<file path="src/rtl/flash_seq_pkg.sv">
// Package: shared mode and command codes for the flash command sequencer.
// Assumes 8-bit command data; the address keys are supplied as module parameters.
package flash_seq_pkg;
    typedef enum logic [1:0] {
        MODE_READ  = 2'd0,
        MODE_LOAD  = 2'd1,
        MODE_IDENT = 2'd2,
        MODE_ARM   = 2'd3
    } fmode_t;

    typedef enum logic [2:0] {
        CMD_NONE     = 3'd0,
        CMD_PROG     = 3'd1,
        CMD_ID_ENTER = 3'd2,
        CMD_ID_LEAVE = 3'd3,
        CMD_LOCK_ARM = 3'd4,
        CMD_ERASE    = 3'd5
    } fcmd_t;

    localparam logic [7:0] KEY_FIRST  = 8'hAA;
    localparam logic [7:0] KEY_SECOND = 8'h55;
    localparam logic [7:0] OP_PROG    = 8'hA0;
    localparam logic [7:0] OP_ID_IN   = 8'h90;
    localparam logic [7:0] OP_ID_OUT  = 8'hF0;
    localparam logic [7:0] OP_EXTEND  = 8'h80;
    localparam logic [7:0] OP_LOCK    = 8'h40;
    localparam logic [7:0] OP_ERASE   = 8'h10;
endpackage

</file>
<file path="src/rtl/flash_cmd_match.sv">
// Module: command sequence matcher.
// Tracks progress through the three-write and six-write unlock codes and reports
// a completed command combinationally in the cycle of its final write.
// Assumes run is low whenever writes must not be read as commands; a mismatching
// write is retried as a first step.
module flash_cmd_match
    import flash_seq_pkg::*;
#(
    parameter int CMD_AW = 15,
    parameter logic [CMD_AW-1:0] ADR_MAIN = 15'h5555,
    parameter logic [CMD_AW-1:0] ADR_ALT  = 15'h2AAA
) (
    input  logic              clk,
    input  logic              rst_n,
    input  logic              run,
    input  logic              wr_en,
    input  logic [CMD_AW-1:0] cmd_addr,
    input  logic [7:0]        wr_data,
    output fcmd_t             cmd
);
    logic [2:0] step_q, step_n;
    logic       at_main, at_alt, first_hit;

    // Decode the address keys and the first unlock step.
    always_comb begin
        at_main   = (cmd_addr == ADR_MAIN);
        at_alt    = (cmd_addr == ADR_ALT);
        first_hit = at_main && (wr_data == KEY_FIRST);
    end

    // Compute the next step and any completed command.
    always_comb begin
        cmd    = CMD_NONE;
        step_n = step_q;
        if (!run) begin
            step_n = 3'd0;
        end else if (wr_en) begin
            step_n = first_hit ? 3'd1 : 3'd0;
            case (step_q)
                3'd1: if (at_alt && wr_data == KEY_SECOND) step_n = 3'd2;
                3'd2: if (at_main) begin
                    case (wr_data)
                        OP_PROG:   begin cmd = CMD_PROG;     step_n = 3'd0; end
                        OP_ID_IN:  begin cmd = CMD_ID_ENTER; step_n = 3'd0; end
                        OP_ID_OUT: begin cmd = CMD_ID_LEAVE; step_n = 3'd0; end
                        OP_EXTEND: step_n = 3'd3;
                        default:   ;
                    endcase
                end
                3'd3: if (first_hit) step_n = 3'd4;
                3'd4: if (at_alt && wr_data == KEY_SECOND) step_n = 3'd5;
                3'd5: if (at_main) begin
                    case (wr_data)
                        OP_LOCK:  begin cmd = CMD_LOCK_ARM; step_n = 3'd0; end
                        OP_ERASE: begin cmd = CMD_ERASE;    step_n = 3'd0; end
                        default:  ;
                    endcase
                end
                default: ;
            endcase
        end
    end

    // Step register.
    always_ff @(posedge clk) begin
        if (!rst_n) step_q <= 3'd0;
        else        step_q <= step_n;
    end
endmodule

</file>
<file path="src/rtl/flash_boot_guard.sv">
// Module: boot region guard.
// Flags an address that falls in the lowest or highest boot region while that
// region is locked. Assumes each region spans 2**BOOT_AW bytes at one end of the map.
module flash_boot_guard #(
    parameter int ADDR_W  = 19,
    parameter int BOOT_AW = 14
) (
    input  logic [ADDR_W-1:0] addr,
    input  logic              lock_lo,
    input  logic              lock_hi,
    output logic              blocked
);
    localparam int REGION_W = ADDR_W - BOOT_AW;
    logic [REGION_W-1:0] region;

    // Compare the region bits against both ends of the map.
    always_comb begin
        region  = addr[ADDR_W-1:BOOT_AW];
        blocked = (lock_lo && region == '0) || (lock_hi && region == '1);
    end
endmodule

</file>
<file path="src/rtl/flash_id_mux.sv">
// Module: identification read mux.
// Returns the maker and device codes and the per-region lock status while active.
// Returns zero otherwise. Assumes a combinational read path.
module flash_id_mux #(
    parameter int ADDR_W = 19,
    parameter logic [7:0] MFR_CODE = 8'h1F,
    parameter logic [7:0] DEV_CODE = 8'hC4
) (
    input  logic              active,
    input  logic [ADDR_W-1:0] rd_addr,
    input  logic              lock_lo,
    input  logic              lock_hi,
    output logic [7:0]        rdata
);
    localparam logic [ADDR_W-1:0] ADR_MFR  = ADDR_W'(0);
    localparam logic [ADDR_W-1:0] ADR_DEV  = ADDR_W'(1);
    localparam logic [ADDR_W-1:0] ADR_STLO = ADDR_W'(2);
    localparam logic [ADDR_W-1:0] ADR_STHI = {ADDR_W{1'b1}} ^ ADDR_W'(13);

    // Select the identification byte for the read address.
    always_comb begin
        rdata = 8'h00;
        if (active) begin
            if (rd_addr == ADR_MFR)       rdata = MFR_CODE;
            else if (rd_addr == ADR_DEV)  rdata = DEV_CODE;
            else if (rd_addr == ADR_STLO) rdata = {7'h7F, lock_lo};
            else if (rd_addr == ADR_STHI) rdata = {7'h7F, lock_hi};
        end
    end
endmodule

</file>
<file path="src/rtl/flash_mode_ctl.sv">
// Module: mode and lock controller.
// Holds the operating mode and the sticky lock bits, and forwards or refuses byte loads.
// Issues the erase request. Assumes cmd is valid only in the cycle of a write in read
// or identification mode.
module flash_mode_ctl
    import flash_seq_pkg::*;
#(
    parameter int ADDR_W = 19,
    parameter logic [7:0] LO_KEY = 8'h00,
    parameter logic [7:0] HI_KEY = 8'hFF
) (
    input  logic              clk,
    input  logic              rst_n,
    input  logic              wr_en,
    input  logic [ADDR_W-1:0] wr_addr,
    input  logic [7:0]        wr_data,
    input  logic              prog_done,
    input  fcmd_t             cmd,
    input  logic              blocked,
    output fmode_t            mode_q,
    output logic              lock_lo,
    output logic              lock_hi,
    output logic              load_valid,
    output logic              load_reject,
    output logic [ADDR_W-1:0] load_addr,
    output logic [7:0]        load_data,
    output logic              erase_go
);
    // Mode transitions, load forwarding, lock setting and erase request.
    always_ff @(posedge clk) begin
        if (!rst_n) begin
            mode_q      <= MODE_READ;
            lock_lo     <= 1'b0;
            lock_hi     <= 1'b0;
            load_valid  <= 1'b0;
            load_reject <= 1'b0;
            load_addr   <= '0;
            load_data   <= '0;
            erase_go    <= 1'b0;
        end else begin
            load_valid  <= 1'b0;
            load_reject <= 1'b0;
            erase_go    <= 1'b0;
            case (mode_q)
                MODE_LOAD: begin
                    if (wr_en) begin
                        load_addr   <= wr_addr;
                        load_data   <= wr_data;
                        load_valid  <= !blocked;
                        load_reject <= blocked;
                    end
                    if (prog_done) mode_q <= MODE_READ;
                end
                MODE_ARM: begin
                    if (wr_en) begin
                        if (wr_data == LO_KEY && wr_addr == '0)      lock_lo <= 1'b1;
                        else if (wr_data == HI_KEY && wr_addr == '1) lock_hi <= 1'b1;
                        mode_q <= MODE_READ;
                    end
                end
                MODE_IDENT: begin
                    if (cmd == CMD_ID_LEAVE) mode_q <= MODE_READ;
                end
                default: begin
                    case (cmd)
                        CMD_PROG:     mode_q   <= MODE_LOAD;
                        CMD_ID_ENTER: mode_q   <= MODE_IDENT;
                        CMD_LOCK_ARM: mode_q   <= MODE_ARM;
                        CMD_ERASE:    erase_go <= !(lock_lo || lock_hi);
                        default:      ;
                    endcase
                end
            endcase
        end
    end
endmodule

</file>
<file path="src/rtl/flash_cmd_seq.sv">
// Module: flash unlock command sequencer (top).
// Ties the matcher, the mode controller, the boot guard and the identification mux together.
// Assumes one write per strobe cycle and a synchronous active-low reset.
module flash_cmd_seq
    import flash_seq_pkg::*;
#(
    parameter int ADDR_W  = 19,
    parameter int CMD_AW  = 15,
    parameter int BOOT_AW = 14,
    parameter logic [7:0] MFR_CODE = 8'h1F,
    parameter logic [7:0] DEV_CODE = 8'hC4
) (
    input  logic              clk,
    input  logic              rst_n,
    input  logic              wr_en,
    input  logic [ADDR_W-1:0] wr_addr,
    input  logic [7:0]        wr_data,
    input  logic              prog_done,
    input  logic [ADDR_W-1:0] rd_addr,
    output logic [1:0]        mode,
    output logic              lock_lo,
    output logic              lock_hi,
    output logic              load_valid,
    output logic              load_reject,
    output logic [ADDR_W-1:0] load_addr,
    output logic [7:0]        load_data,
    output logic              erase_go,
    output logic [7:0]        id_rdata
);
    fmode_t mode_q;
    fcmd_t  cmd;
    logic   cmd_run, blocked;

    // Commands are decoded only in read and identification modes.
    always_comb begin
        cmd_run = (mode_q == MODE_READ) || (mode_q == MODE_IDENT);
        mode    = mode_q;
    end

    flash_cmd_match #(.CMD_AW(CMD_AW)) u_match (
        .clk      (clk),
        .rst_n    (rst_n),
        .run      (cmd_run),
        .wr_en    (wr_en),
        .cmd_addr (wr_addr[CMD_AW-1:0]),
        .wr_data  (wr_data),
        .cmd      (cmd)
    );

    flash_boot_guard #(.ADDR_W(ADDR_W), .BOOT_AW(BOOT_AW)) u_guard (
        .addr    (wr_addr),
        .lock_lo (lock_lo),
        .lock_hi (lock_hi),
        .blocked (blocked)
    );

    flash_mode_ctl #(.ADDR_W(ADDR_W)) u_ctl (
        .clk         (clk),
        .rst_n       (rst_n),
        .wr_en       (wr_en),
        .wr_addr     (wr_addr),
        .wr_data     (wr_data),
        .prog_done   (prog_done),
        .cmd         (cmd),
        .blocked     (blocked),
        .mode_q      (mode_q),
        .lock_lo     (lock_lo),
        .lock_hi     (lock_hi),
        .load_valid  (load_valid),
        .load_reject (load_reject),
        .load_addr   (load_addr),
        .load_data   (load_data),
        .erase_go    (erase_go)
    );

    flash_id_mux #(.ADDR_W(ADDR_W), .MFR_CODE(MFR_CODE), .DEV_CODE(DEV_CODE)) u_idmux (
        .active  (mode_q == MODE_IDENT),
        .rd_addr (rd_addr),
        .lock_lo (lock_lo),
        .lock_hi (lock_hi),
        .rdata   (id_rdata)
    );
endmodule

</file>
<file path="config.mk">
export PLATFORM = sky130hd
export DESIGN_NAME = flash_cmd_seq
export DESIGN_NICKNAME = d
export VERILOG_FILES = /design/src/rtl/flash_seq_pkg.sv /design/src/rtl/flash_cmd_match.sv /design/src/rtl/flash_boot_guard.sv /design/src/rtl/flash_id_mux.sv /design/src/rtl/flash_mode_ctl.sv /design/src/rtl/flash_cmd_seq.sv
export SDC_FILE = /design/constraint.sdc
export NUM_CORES = 1
export LEC_CHECK = 0
export ABC_AREA = 0
export CAP_MARGIN = 20
export CELL_PAD_IN_SITES_DETAIL_PLACEMENT = 1
export CELL_PAD_IN_SITES_GLOBAL_PLACEMENT = 2
export CORE_MARGIN = 1.5
export CORE_UTILIZATION = 24
export CTS_CLUSTER_DIAMETER = 80
export DETAILED_ROUTE_END_ITERATION = 6
export PLACE_DENSITY = 0.9
export SYNTH_ARGS = -nofsm -noshare
export SYNTH_HDL_FRONTEND = slang
export SYNTH_SLANG_ARGS = --single-unit
</file>
<file path="constraint.sdc">
create_clock -name clk -period 3.32 [get_ports clk]
set_clock_uncertainty 0.05 [all_clocks]
set_input_delay 0.498 -clock clk [delete_from_list [all_inputs] [get_ports clk]]
set_output_delay 0.498 -clock clk [all_outputs]
set_load 0.05 [all_outputs]
</file>
Yosys cells after proc, flatten, opt, wreduce, memory -nomap -nowiden
Index checks and enable logic that the tools add are counted.
{"block": "word_totals", "ff_bits": 37, "input_bits": 50, "word_cells": 96}
{"block": "op_classes", "n_eq_ne": 32, "mux": 26, "bitwise_logic": 3, "n_reduce_logical": 26}
{"cell": "$eq A8 B8 Y1 const B", "n": 6}
{"cell": "$mux W8", "n": 5}
{"cell": "$eq A19 B19 Y1 const B", "n": 2}
{"cell": "$logic_not A19 Y1", "n": 2}
{"cell": "$mux W3", "n": 10}
{"cell": "$eq A19 B1 Y1 const B", "n": 1}
{"cell": "$eq A19 B2 Y1 const B", "n": 1}
{"cell": "$pmux W2 S3", "n": 3}
{"cell": "$pmux W3 S2", "n": 3}
{"cell": "$eq A8 B7 Y1 const B", "n": 2}
{"cell": "$eq A15 B14 Y1 const B", "n": 1}
{"cell": "$eq A15 B15 Y1 const B", "n": 1}
{"cell": "$pmux W3 S5", "n": 1}
{"cell": "$eq A3 B2 Y1 const B", "n": 4}
{"cell": "$eq A3 B3 Y1 const B", "n": 4}
{"cell": "$eq A8 B5 Y1 const B", "n": 1}
{"cell": "$logic_not A8 Y1", "n": 1}
{"cell": "$reduce_and A4 Y1", "n": 2}
{"cell": "$eq A3 B1 Y1 const B", "n": 2}
{"cell": "$logic_and A1 B1 Y1", "n": 6}
{"cell": "$mux W2", "n": 3}
{"cell": "$ne A2 B2 Y1 const B", "n": 3}
{"cell": "$reduce_and A3 Y1", "n": 2}
{"cell": "$reduce_bool A6 Y1", "n": 1}
{"cell": "other kinds (13)", "n": 20}

Logic depth before layout (Yosys ltp)
Gate-level depths: netlist of the first run.
{"block": "depth", "word_depth": 9, "depth_mapped": 7, "depth_no_buf": 5}

Modules after synthesis
Synthesis of the first run repeated with hierarchy kept, for this count alone.
{"block": "unflattened", "hier_cells": 274, "area_unflattened_um2": 2187.1}
{"module": "flash_mode_ctl", "instances": 1, "cells_per_inst": 166, "area_each_um2": 1385.1, "seq_area_each_um2": 680.7}
{"module": "flash_cmd_match", "instances": 1, "cells_per_inst": 70, "area_each_um2": 536.8, "seq_area_each_um2": 60.1}
{"module": "flash_id_mux", "instances": 1, "cells_per_inst": 31, "area_each_um2": 226.5, "seq_area_each_um2": 0.0}
{"module": "flash_boot_guard", "instances": 1, "cells_per_inst": 5, "area_each_um2": 28.8, "seq_area_each_um2": 0.0}
{"module": "flash_cmd_seq", "instances": 1, "cells_per_inst": 2, "area_each_um2": 10.0, "seq_area_each_um2": 0.0}

Worst setup path after synthesis of the first run
Ideal clock, no wire load.
{"block": "synth_path", "path_kind": "input -> output", "from": "input port rd_addr[6]", "to": "output port id_rdata[3]", "arrival_time_ns": 2.562, "required_ns": 2.772, "slack_ns": 0.210, "stages": 6, "n_path_buf": 1, "cell_sequence": "nor4_1 and4_1 nand2_1 or2_2 a21oi_1 buf_4"}
{"block": "synth_between", "elab_chain_cells": 6}
{"element": "start, declared", "line": "flash_cmd_seq.sv:19", "text": "input logic [ADDR_W-1:0] rd_addr,"}
{"element": "$eq A19 B19 Y1", "line": "flash_id_mux.sv:27", "text": "else if (rd_addr == ADR_STHI) rdata = {7'h7F, lock_hi};"}
{"element": "$mux W8", "line": "flash_id_mux.sv:27"}
{"element": "$mux W8", "line": "flash_id_mux.sv:26", "text": "else if (rd_addr == ADR_STLO) rdata = {7'h7F, lock_lo};"}
{"element": "$mux W8", "line": "flash_id_mux.sv:25", "text": "else if (rd_addr == ADR_DEV) rdata = DEV_CODE;"}
{"element": "$mux W8 (*)", "line": "flash_id_mux.sv:24", "text": "if (rd_addr == ADR_MFR) rdata = MFR_CODE;"}
{"element": "$mux W8 (*)", "line": "flash_id_mux.sv:23", "text": "if (active) begin"}
{"element": "end, declared", "line": "flash_cmd_seq.sv:28", "text": "output logic [7:0] id_rdata"}
Mark *: on every way between the ends. The rest lies on a longest branch, timed or not.

Final worst setup path of the first run
{"block": "layout_path", "from": "input port rd_addr[6]", "to": "output port id_rdata[0]"}
The elaborated chain is that of the path after synthesis.

==> run metrics, run 1 <==
maximum fanout along the worst path=5; CTS resizes=0; max_cap viols=0; DR vias=~2300; met2 Track Usage GR=roughly 28%; CP Class=input port to primary output; Routability Congestion=~0.82; worst-margin pin slew=between 0.7 and 0.8 ns; Setup TNS=0 ns; die footprint=approximately 9100 um2; CTS buffer count=5; GRT overflow=0; Pint=between 0.0006 and 0.0007 W; Buffers on Ports=between 90 and 100; non-filler cells, final=458; GRT Max-Usage Layer=met2; sequential share of the synthesized area=about 36%; endpoints failing hold=0; Mapped Avg Cell Area=7.59 um2; most common cell after layout, fill and taps aside=clkdlybuf4s50_1; Max clock buf depth=2; Startpoint Class=input port; post-detailed-routing wire length=approximately 7.0 mm; peak supply drop=about 0.00012 V; Yosys cell types=45; CP Launch Point=rd_addr[6]; CTS hold repair buffers=0; EDFF count, synth=0; Worst Setup End Kind=primary output; min Tclk post-route=approximately 3.1 ns; Die Width=about 95 um; Seq pwr share=between 50% and 60%; Mapped Nets=~320; met1 Resource Use GR=20.7%; share of layout cells above drive strength 1=between 8 and 9%; core area=approximately 8200 um2; largest net degree at the start of global routing=30; worst min path class=flop to flop; Pwr Density=between 200 and 300 nW/um2; critical path required time=about 2.8 ns; simple-gate share of the synthesized area=a little under two fifths; combinational share of power=between 10% and 20%; run status=completed; max-slew violation count=0; drt pass-1 iters=4; setup violators final=0; # diodes=0; vias in the first global route=roughly 2300; asr flop ratio synth=0%; RSZ-0062 raised after global routing=false; Vias per Instance=4.95; CTS Sinks=37; clock slew at reported path FFs=about 0.080 ns; Top FF cell, synth=dfxtp_1; final net count=just over 400; GRT Total Usage=16.2%; Compound-Gate Fraction of Synth Area=approximately 20%; Ports=92; placed insts=451; initial antenna violation count=0; post-route ant nets=0; # Post-CTS Setup Buffers=0; main combinational cell family by area after synthesis=simple AND/OR/NAND/NOR gates; Psw=0.000204 W; clock root buffer=clkbuf_8; worst-skew pair later-pin latency=roughly 0.28 ns; Tot Pwr=0.000879 W; Reg area=around 740 um2; WL/cell=approximately 15 um; H-tree depth=2; Max Fclk=around 320 MHz; Site Rows=33; Mapped Cells=between 200 and 300; Post-Synthesis Cell Area=roughly 2000 um2; synthesis-stage register bit count=37; P&R area growth vs syn=56.0%; leakage=between 1 and 1.5 nW; CP arrival=2.55 ns; mux contribution to synthesized area=less than 1%; Initial Util=around a quarter; detailed placement HPWL=roughly 5.5 mm; Sw Share=23.2%; first-pass GRT wire length=roughly 12 mm; multi-input logic area=approximately 1200 um2; Relative slew margins=between 50% and 60%; worst r2r src=u_match.step_q[0]; CTS tree=built; worst hold path startpoint=u_ctl.load_addr[16]; met3 usage=roughly 2.8%; die height=around 95 um; DRC viols=0; Layout fillers=972; DRT iter0 DRCs=86; commonest non-fill, non-tap cells in the layout=clkdlybuf4s50_1, nand2_1, dfxtp_1; Post-Synth XOR/XNOR Area=0.858%; Adder-Cell Fraction of Synth Area=0%; Ys Warns=0; Final period util=93.4%; clock share of power=a little over a third
## layout make-up
| class | count | share of cell area [%] |
|---|---|---|
| clock buffer | 7 | 2.71 |
| inverter | 3 | 0.354 |
| multi-input combinational | 209 | 37.8 |
| sequential | 37 | 23.3 |
| tap | 105 | 4.13 |
| timing repair buffer | 97 | 31.7 |
## registers in the layout (all words and copies together) (netlist names)
| signal | count |
|---|---|
| u_ctl.load_data | 8 |
| u_ctl.load_reject | 1 |
| u_ctl.erase_go | 1 |
| u_ctl.lock_hi | 1 |
| u_ctl.mode_q | 2 |
| u_match.step_q | 3 |
| u_ctl.load_valid | 1 |
| u_ctl.lock_lo | 1 |
| u_ctl.load_addr | 19 |
## worst paths after layout
kind                                             to  slack (ns)  cells past startpoint
worst max-delay path                    id_rdata[0]        0.22                      7
worst min-delay path            u_ctl.load_addr[16]        0.42                      2
worst max register to register    u_match.step_q[0]        1.37                      5
worst min register to register  u_ctl.load_addr[16]        0.42                      2
## power by group through the flow
stage	combinational (W)	clock, W	sequential [W]
3_5_place_dp	0.000114	0	0.000454
4_1_cts	0.000115	0.000335	0.000443
3_3_place_gp	0.000113	0	0.000454
6_report	0.000115	0.000321	0.000443
2_1_floorplan	0.0000295	0	0.000454
5_1_grt	0.000123	0.000355	0.000443
## synthesized netlist by cell type (all sizes together) (2+ instances only)
cell type / instances / area share, %
o2bb2ai: 2 / 0.86
or4b: 2 / 0.98
dfxtp: 37 / 36
nor2b: 2 / 0.61
and4: 2 / 0.86
nand4: 13 / 4.0
or2: 3 / 0.92
nor2: 16 / 2.9
and3: 4 / 1.2
nand3: 9 / 2.2
or4: 7 / 3.0
nor4: 10 / 3.1
buf: 6 / 1.7
nand2: 65 / 12
a31oi: 2 / 0.61
inv: 3 / 0.55
a22oi: 2 / 0.74
xnor2: 2 / 0.86
clkbuf: 14 / 2.6
nor3b: 3 / 1.1
nor3: 7 / 1.7
o21a: 3 / 1.1
a21boi: 27 / 9.9
o21ai: 3 / 0.74
nand2b: 3 / 0.92
a21oi: 8 / 2.0
## worst max-delay path, cell delays in order
cell             delay, ns
clkdlybuf4s50_1       0.43
nor4_1                0.30
and4_1                0.32
o21ai_0               0.23
or2_2                 0.35
a21oi_1               0.24
buf_12                0.17
## stage by stage
step	hold slack [ns]	cell area (um2)	setup WS, ns	utilization [%]
floorplan	0.557	2040	0.210	-
global placement	0.400	3100	0.308	37.7
detailed placement	0.409	3100	0.215	37.7
CTS	0.421	3180	0.208	38.8
global route	0.445	3180	0.0415	38.8
finish	0.416	3180	0.219	38.8
## layer usage
| metal | vias up | share of wire (%) |
|---|---|---|
| li1 | 1131 | - |
| met1 | 1080 | 45 |
| met2 | 50 | 50 |
| met3 | 6 | 3.7 |
| met4 | 0 | 0.92 |
| met5 | - | 0 |
## cell families (layout without fill, tap and decap cells)
family,Yosys count,count (layout)
xor gates and xnor gates,2,2
and+or+nand+nor,150,150
AOI/OAI and AO/OA,56,56
muxes,1,1
buffers and inverters,23,107
DFF,37,37
Note: power is estimated with default switching activity, not from simulation.
==> run 2, diff against run 1 <==
--- a/config.mk
+++ b/config.mk
@@ -6,7 +6,7 @@
 export NUM_CORES = 1
 export LEC_CHECK = 0
 export ABC_AREA = 0
-export CAP_MARGIN = 20
+export CAP_MARGIN = 30
 export CELL_PAD_IN_SITES_DETAIL_PLACEMENT = 1
 export CELL_PAD_IN_SITES_GLOBAL_PLACEMENT = 2
 export CORE_MARGIN = 1.5
==> constraint.sdc (replaced) <==
create_clock -name clk -period 3.7 [get_ports clk]
set_clock_uncertainty 0.05 [all_clocks]
set_input_delay 0.555 -clock clk [delete_from_list [all_inputs] [get_ports clk]]
set_output_delay 0.555 -clock clk [all_outputs]
set_load 0.05 [all_outputs]
==> run 2 against run 1 <==
Setup slack better by 0.045 ns. Cell count decreased by 0.44%. Cell area shrank 0.98%. Wire length shrank 2.6%. Sequential power down 10%. Sequential share of layout area is 0.23 points higher. Die area unchanged. Clock power shrank 10%. Highest routed layer unchanged. Via count down 1.6%. First-iteration DRC count stayed put. Global-route usage shrank 0.10 points. Critical path depth down 1.
==> run metrics, run 2 (synthesis results as in run 1) <==
run status=completed; CTS hold repair buffers=0; Die Width=roughly 95 um; R2R cell count=5; Routability Congestion=roughly 0.78; worst-margin pin slew=~0.74 ns; Initial Util=24.8%; met1 Resource Use GR=19.8%; worst-skew pair later-pin latency=roughly 0.28 ns; Design Area, Final=roughly 3200 um2; die footprint=9060 um2; Buffers on Ports=91; DRT iter0 DRCs=86; Max Fclk=291 MHz; Reg area=741 um2; Max clock buf depth=2; setup slack, reg-to-reg=roughly 1.8 ns; CP Cell Sequence=clkdlybuf4s50_1 -> nor4_1 -> and4_1 -> o21ai_0 -> a21oi_1 -> clkdlybuf4s50_1; largest registers=u_ctl.load_addr x19, u_ctl.load_data x8, u_match.step_q x3; CP dominant cell by count=clkdlybuf4s50_1; Largest register FFs=19; H-tree depth=2; multi-input logic area=between 1000 and 1500 um2; WL/cell=between 15 and 20 um; max-slew violation count=0; dpl cell area=roughly 3100 um2; DR vias=around 2200; met2 Track Usage GR=28.9%; final net count=around 400; reg2reg end=u_match.step_q[0]; Ports=92; commonest non-fill, non-tap cells in the layout=clkdlybuf4s50_1, nand2_1, dfxtp_1; min Tclk post-route=about 3.4 ns; DRC viols=0; setup violators final=0; largest register by flop count=u_ctl.load_addr; worst hold path startpoint=u_ctl.load_addr[0]; Setup TNS=0 ns; core area=just over 8000 um2; # diodes=0; WHS Endpoint=u_ctl.load_addr[0]; CP arrival=about 2.8 ns; Pwr Density=between 200 and 250 nW/um2; post-route ant nets=0; peak supply drop=approximately 0.00013 V; Crit-path slowest cell=clkdlybuf4s50_1; detailed placement HPWL=between 5 and 6 mm; CTS tree=built; die height=between 90 and 100 um; met3 usage=about 3.3%; Layout fillers=984; Site Rows=33; P&R area growth vs syn=54.5%; worst r2r src=u_match.step_q[2]; leakage=0.996 nW; GRT overflow=0; RSZ-0062 raised after global routing=false; CTS Sinks=37; pre-CTS setup slack=between 0.2 and 0.3 ns; first-pass GRT wire length=between 10 and 15 mm; share of layout cells above drive strength 1=under 10%; clock slew at reported path FFs=~0.07 ns; Hold Crit Depth=2; Final WS setup=around 0.26 ns; Final period util=between 90% and 100%; Relative slew margins=approximately 50%; critical path required time=3.09 ns; CTS resizes=0; maximum fanout along the worst path=5; CTS buffer count=5; initial antenna violation count=0; CP Class=input port to primary output; vias in the first global route=roughly 2400; crit-path max cell delay=0.82 ns; GRT Max-Usage Layer=met2; most common cell after layout, fill and taps aside=clkdlybuf4s50_1; drt pass-1 iters=4; clock root buffer=clkbuf_8; max_cap viols=0; Vias per Instance=4.89; GRT Total Usage=16.1%; post-detailed-routing wire length=between 6 and 7 mm; Worst Setup End Kind=primary output; Startpoint Class=input port; endpoints failing hold=0; largest net degree at the start of global routing=30; # Post-CTS Setup Buffers=0; worst min path class=flop to flop
==> run 2: how the worst max path moves through the flow <==
| stage | startpoint | cells past startpoint | slack, ns | endpoint |
|---|---|---|---|---|
| after floorplan | rd_addr[6] | 6 | 0.48 | id_rdata[3] |
| after global placement | rd_addr[10] | 6 | 0.33 | id_rdata[2] |
| after detailed placement | rd_addr[6] | 6 | 0.25 | id_rdata[2] |
| after CTS | rd_addr[6] | 6 | 0.24 | id_rdata[2] |
| after global routing | rd_addr[10] | 6 | 0.08 | id_rdata[2] |
| final | rd_addr[6] | 6 | 0.26 | id_rdata[2] |
==> run 2: metal layers <==
| layer | wire length [um] | share of wire, % | up-vias |
|---|---|---|---|
| li1 | - | - | 1125 |
| met1 | 3100 | 45 | 1061 |
| met2 | 3480 | 51 | 40 |
| met3 | 244 | 3.6 | 5 |
| met4 | 43 | 0.63 | 0 |
| met5 | 0 | 0 | - |
==> run 2: final cells by class <==
type	instances	area share, %
well taps	105	4.17
clock buffers	6	2.62
clock inverters	1	0.238
multi-input cells	209	38.2
flip-flops and latches	37	23.5
repair buffers	95	31.0
inverters	3	0.357
==> run 2: power breakdown <==
part           internal [W]      switching, W  total [W]
clock              0.000147          0.000141   0.000288
combinational     0.0000591         0.0000413   0.000100
sequential         0.000398  0.00000000000314   0.000398
total              0.000604          0.000182   0.000787
==> run 2: critical path: cells and delay by family <==
kind                   cells  cell delay [ns]
AOI/OAI and AO/OA          2             0.42
and+or+nand+nor            2             0.60
buffers and inverters      2             1.25
==> run 2: through the flow <==
step	total power (W)	util (%)	hold slack [ns]	cells
3_5_place_dp	0.000508	37.3	0.414	449
4_1_cts	0.000800	38.4	0.425	456
2_1_floorplan	0.000434	-	0.557	269
3_3_place_gp	0.000507	37.3	0.400	449
5_1_grt	0.000827	38.4	0.451	456
6_report	0.000787	38.4	0.420	456
==> run 3, diff against run 2 <==
--- a/config.mk
+++ b/config.mk
@@ -5,10 +5,10 @@
 export SDC_FILE = /design/constraint.sdc
 export NUM_CORES = 1
 export LEC_CHECK = 0
-export ABC_AREA = 0
 export CAP_MARGIN = 30
 export CELL_PAD_IN_SITES_DETAIL_PLACEMENT = 1
 export CELL_PAD_IN_SITES_GLOBAL_PLACEMENT = 2
+export CORE_ASPECT_RATIO = 1.2
 export CORE_MARGIN = 1.5
 export CORE_UTILIZATION = 24
 export CTS_CLUSTER_DIAMETER = 80
==> run 3 against run 2 <==
Sequential share of layout area is 0.093 points lower. Flip-flop and latch count stayed put. Global-route usage is 0.37 points higher. Via count is 4.8% higher. Combinational power hardly changed. Highest routed layer unchanged.
==> run metrics, run 3 (synthesis results as in run 1) <==
Vias per Instance=5.02; die footprint=a little over 9000 um2; worst-skew pair later-pin latency=about 0.29 ns; dpl cell area=3080 um2; Relative slew margins=between 40% and 50%; Buffers on Ports=a little over 90; drt pass-1 iters=4; clock slew at reported path FFs=around 0.07 ns; # diodes=0; reg2reg end=u_match.step_q[0]; met3 usage=3.41%; leakage=around 1 nW; endpoints failing hold=0; Routability Congestion=a little under 0.8; hold slack=approximately 0.42 ns; Startpoint Class=input port; Site Rows=36; critical path required time=a little over 3 ns; CP arrival=around 2.8 ns; worst min path class=flop to flop; setup violators final=0; Design Area, Final=3170 um2; worst hold path startpoint=u_ctl.load_data[5]; met1 Resource Use GR=a little under a fifth; most common cell after layout, fill and taps aside=clkdlybuf4s50_1; Largest register FFs=19; core area=~8000 um2; initial antenna violation count=0; Setup TNS=0 ns; # Post-CTS Setup Buffers=0; Final Util=about two fifths; Pwr Density=approximately 250 nW/um2; GRT overflow=0; largest net degree at the start of global routing=30; min Tclk post-route=3.41 ns; maximum fanout along the worst path=5; CTS Sinks=37; RSZ-0062 raised after global routing=false; setup slack, reg-to-reg=around 1.7 ns; Die Width=87.2 um; die height=between 100 and 150 um; max-slew violation count=0; P&R area growth vs syn=55.1%; DRC viols=0; CTS buffer count=5; post-detailed-routing wire length=7.29 mm; DRT iter0 DRCs=between 50 and 60; CP Class=input port to primary output; CTS hold repair buffers=0; H-tree depth=2; max_cap viols=0; DR vias=approximately 2300; Final period util=between 90% and 100%; commonest non-fill, non-tap cells in the layout=clkdlybuf4s50_1, nand2_1, dfxtp_1; WHS Endpoint=u_ctl.load_data[5]; Hold Crit Depth=2; R2R cell count=5; Max Fclk=a little under 300 MHz; vias in the first global route=2462; Ports=92; WL/cell=15.6 um; clock root buffer=clkbuf_8; largest registers=u_ctl.load_addr x19, u_ctl.load_data x8, u_match.step_q x3; GRT Total Usage=16.5%; run status=completed; worst r2r src=u_match.step_q[1]; final net count=approximately 400; worst-margin pin slew=0.810 ns; Max clock buf depth=2; CTS tree=built; peak supply drop=around 0.00015 V; met2 Track Usage GR=a little under a third; largest register by flop count=u_ctl.load_addr; CTS resizes=0; detailed placement HPWL=between 5 and 6 mm; GRT Max-Usage Layer=met2; Initial Util=between 20% and 30%; post-route ant nets=0; first-pass GRT wire length=between 10 and 15 mm; Worst Setup End Kind=primary output; share of layout cells above drive strength 1=a little over 8%
## run 3: worst max-delay path by stage
stage	slack (ns)	cells after the start	to	start
floorplan	0.48	6	id_rdata[3]	rd_addr[6]
global placement	0.39	6	id_rdata[5]	rd_addr[10]
detailed placement	0.27	6	id_rdata[5]	rd_addr[5]
CTS	0.27	6	id_rdata[5]	rd_addr[5]
global route	0.1	6	id_rdata[5]	rd_addr[5]
finish	0.29	6	id_rdata[5]	rd_addr[5]
## run 3: worst max-delay path: stages
cell             delay (ns)
clkdlybuf4s50_1        0.44
nor4_1                 0.30
and4_1                 0.31
o21ai_0                0.21
nor2_1                 0.16
clkdlybuf4s50_1        0.82
## run 3: metal layers
metal	part of all wire, %	routed length (um)
met1	41	2980
met2	53	3830
met5	0	0
met3	4.6	333
met4	1.8	132
## run 3: stage by stage
stage	total power [W]	std cells	setup WS (ns)
CTS	0.000806	466	0.266
global route	0.000830	466	0.0990
floorplan	0.000434	269	0.476
detailed placement	0.000511	459	0.267
global placement	0.000509	459	0.387
finish	0.000795	466	0.286
## run 3: layout make-up
type	count	area [um2]
clock buffer	7	86.3
fill	1007	5030
inverter	3	11.3
multi-input combinational	209	1200
sequential	37	741
tap	114	143
timing repair buffer	96	981
## run 3: power by group
group	internal, W	switching [W]	leakage [nW]
sequential	0.000398	0.00000000000340	0.298
combinational	0.0000598	0.0000434	0.662
clock	0.000148	0.000146	0.0443
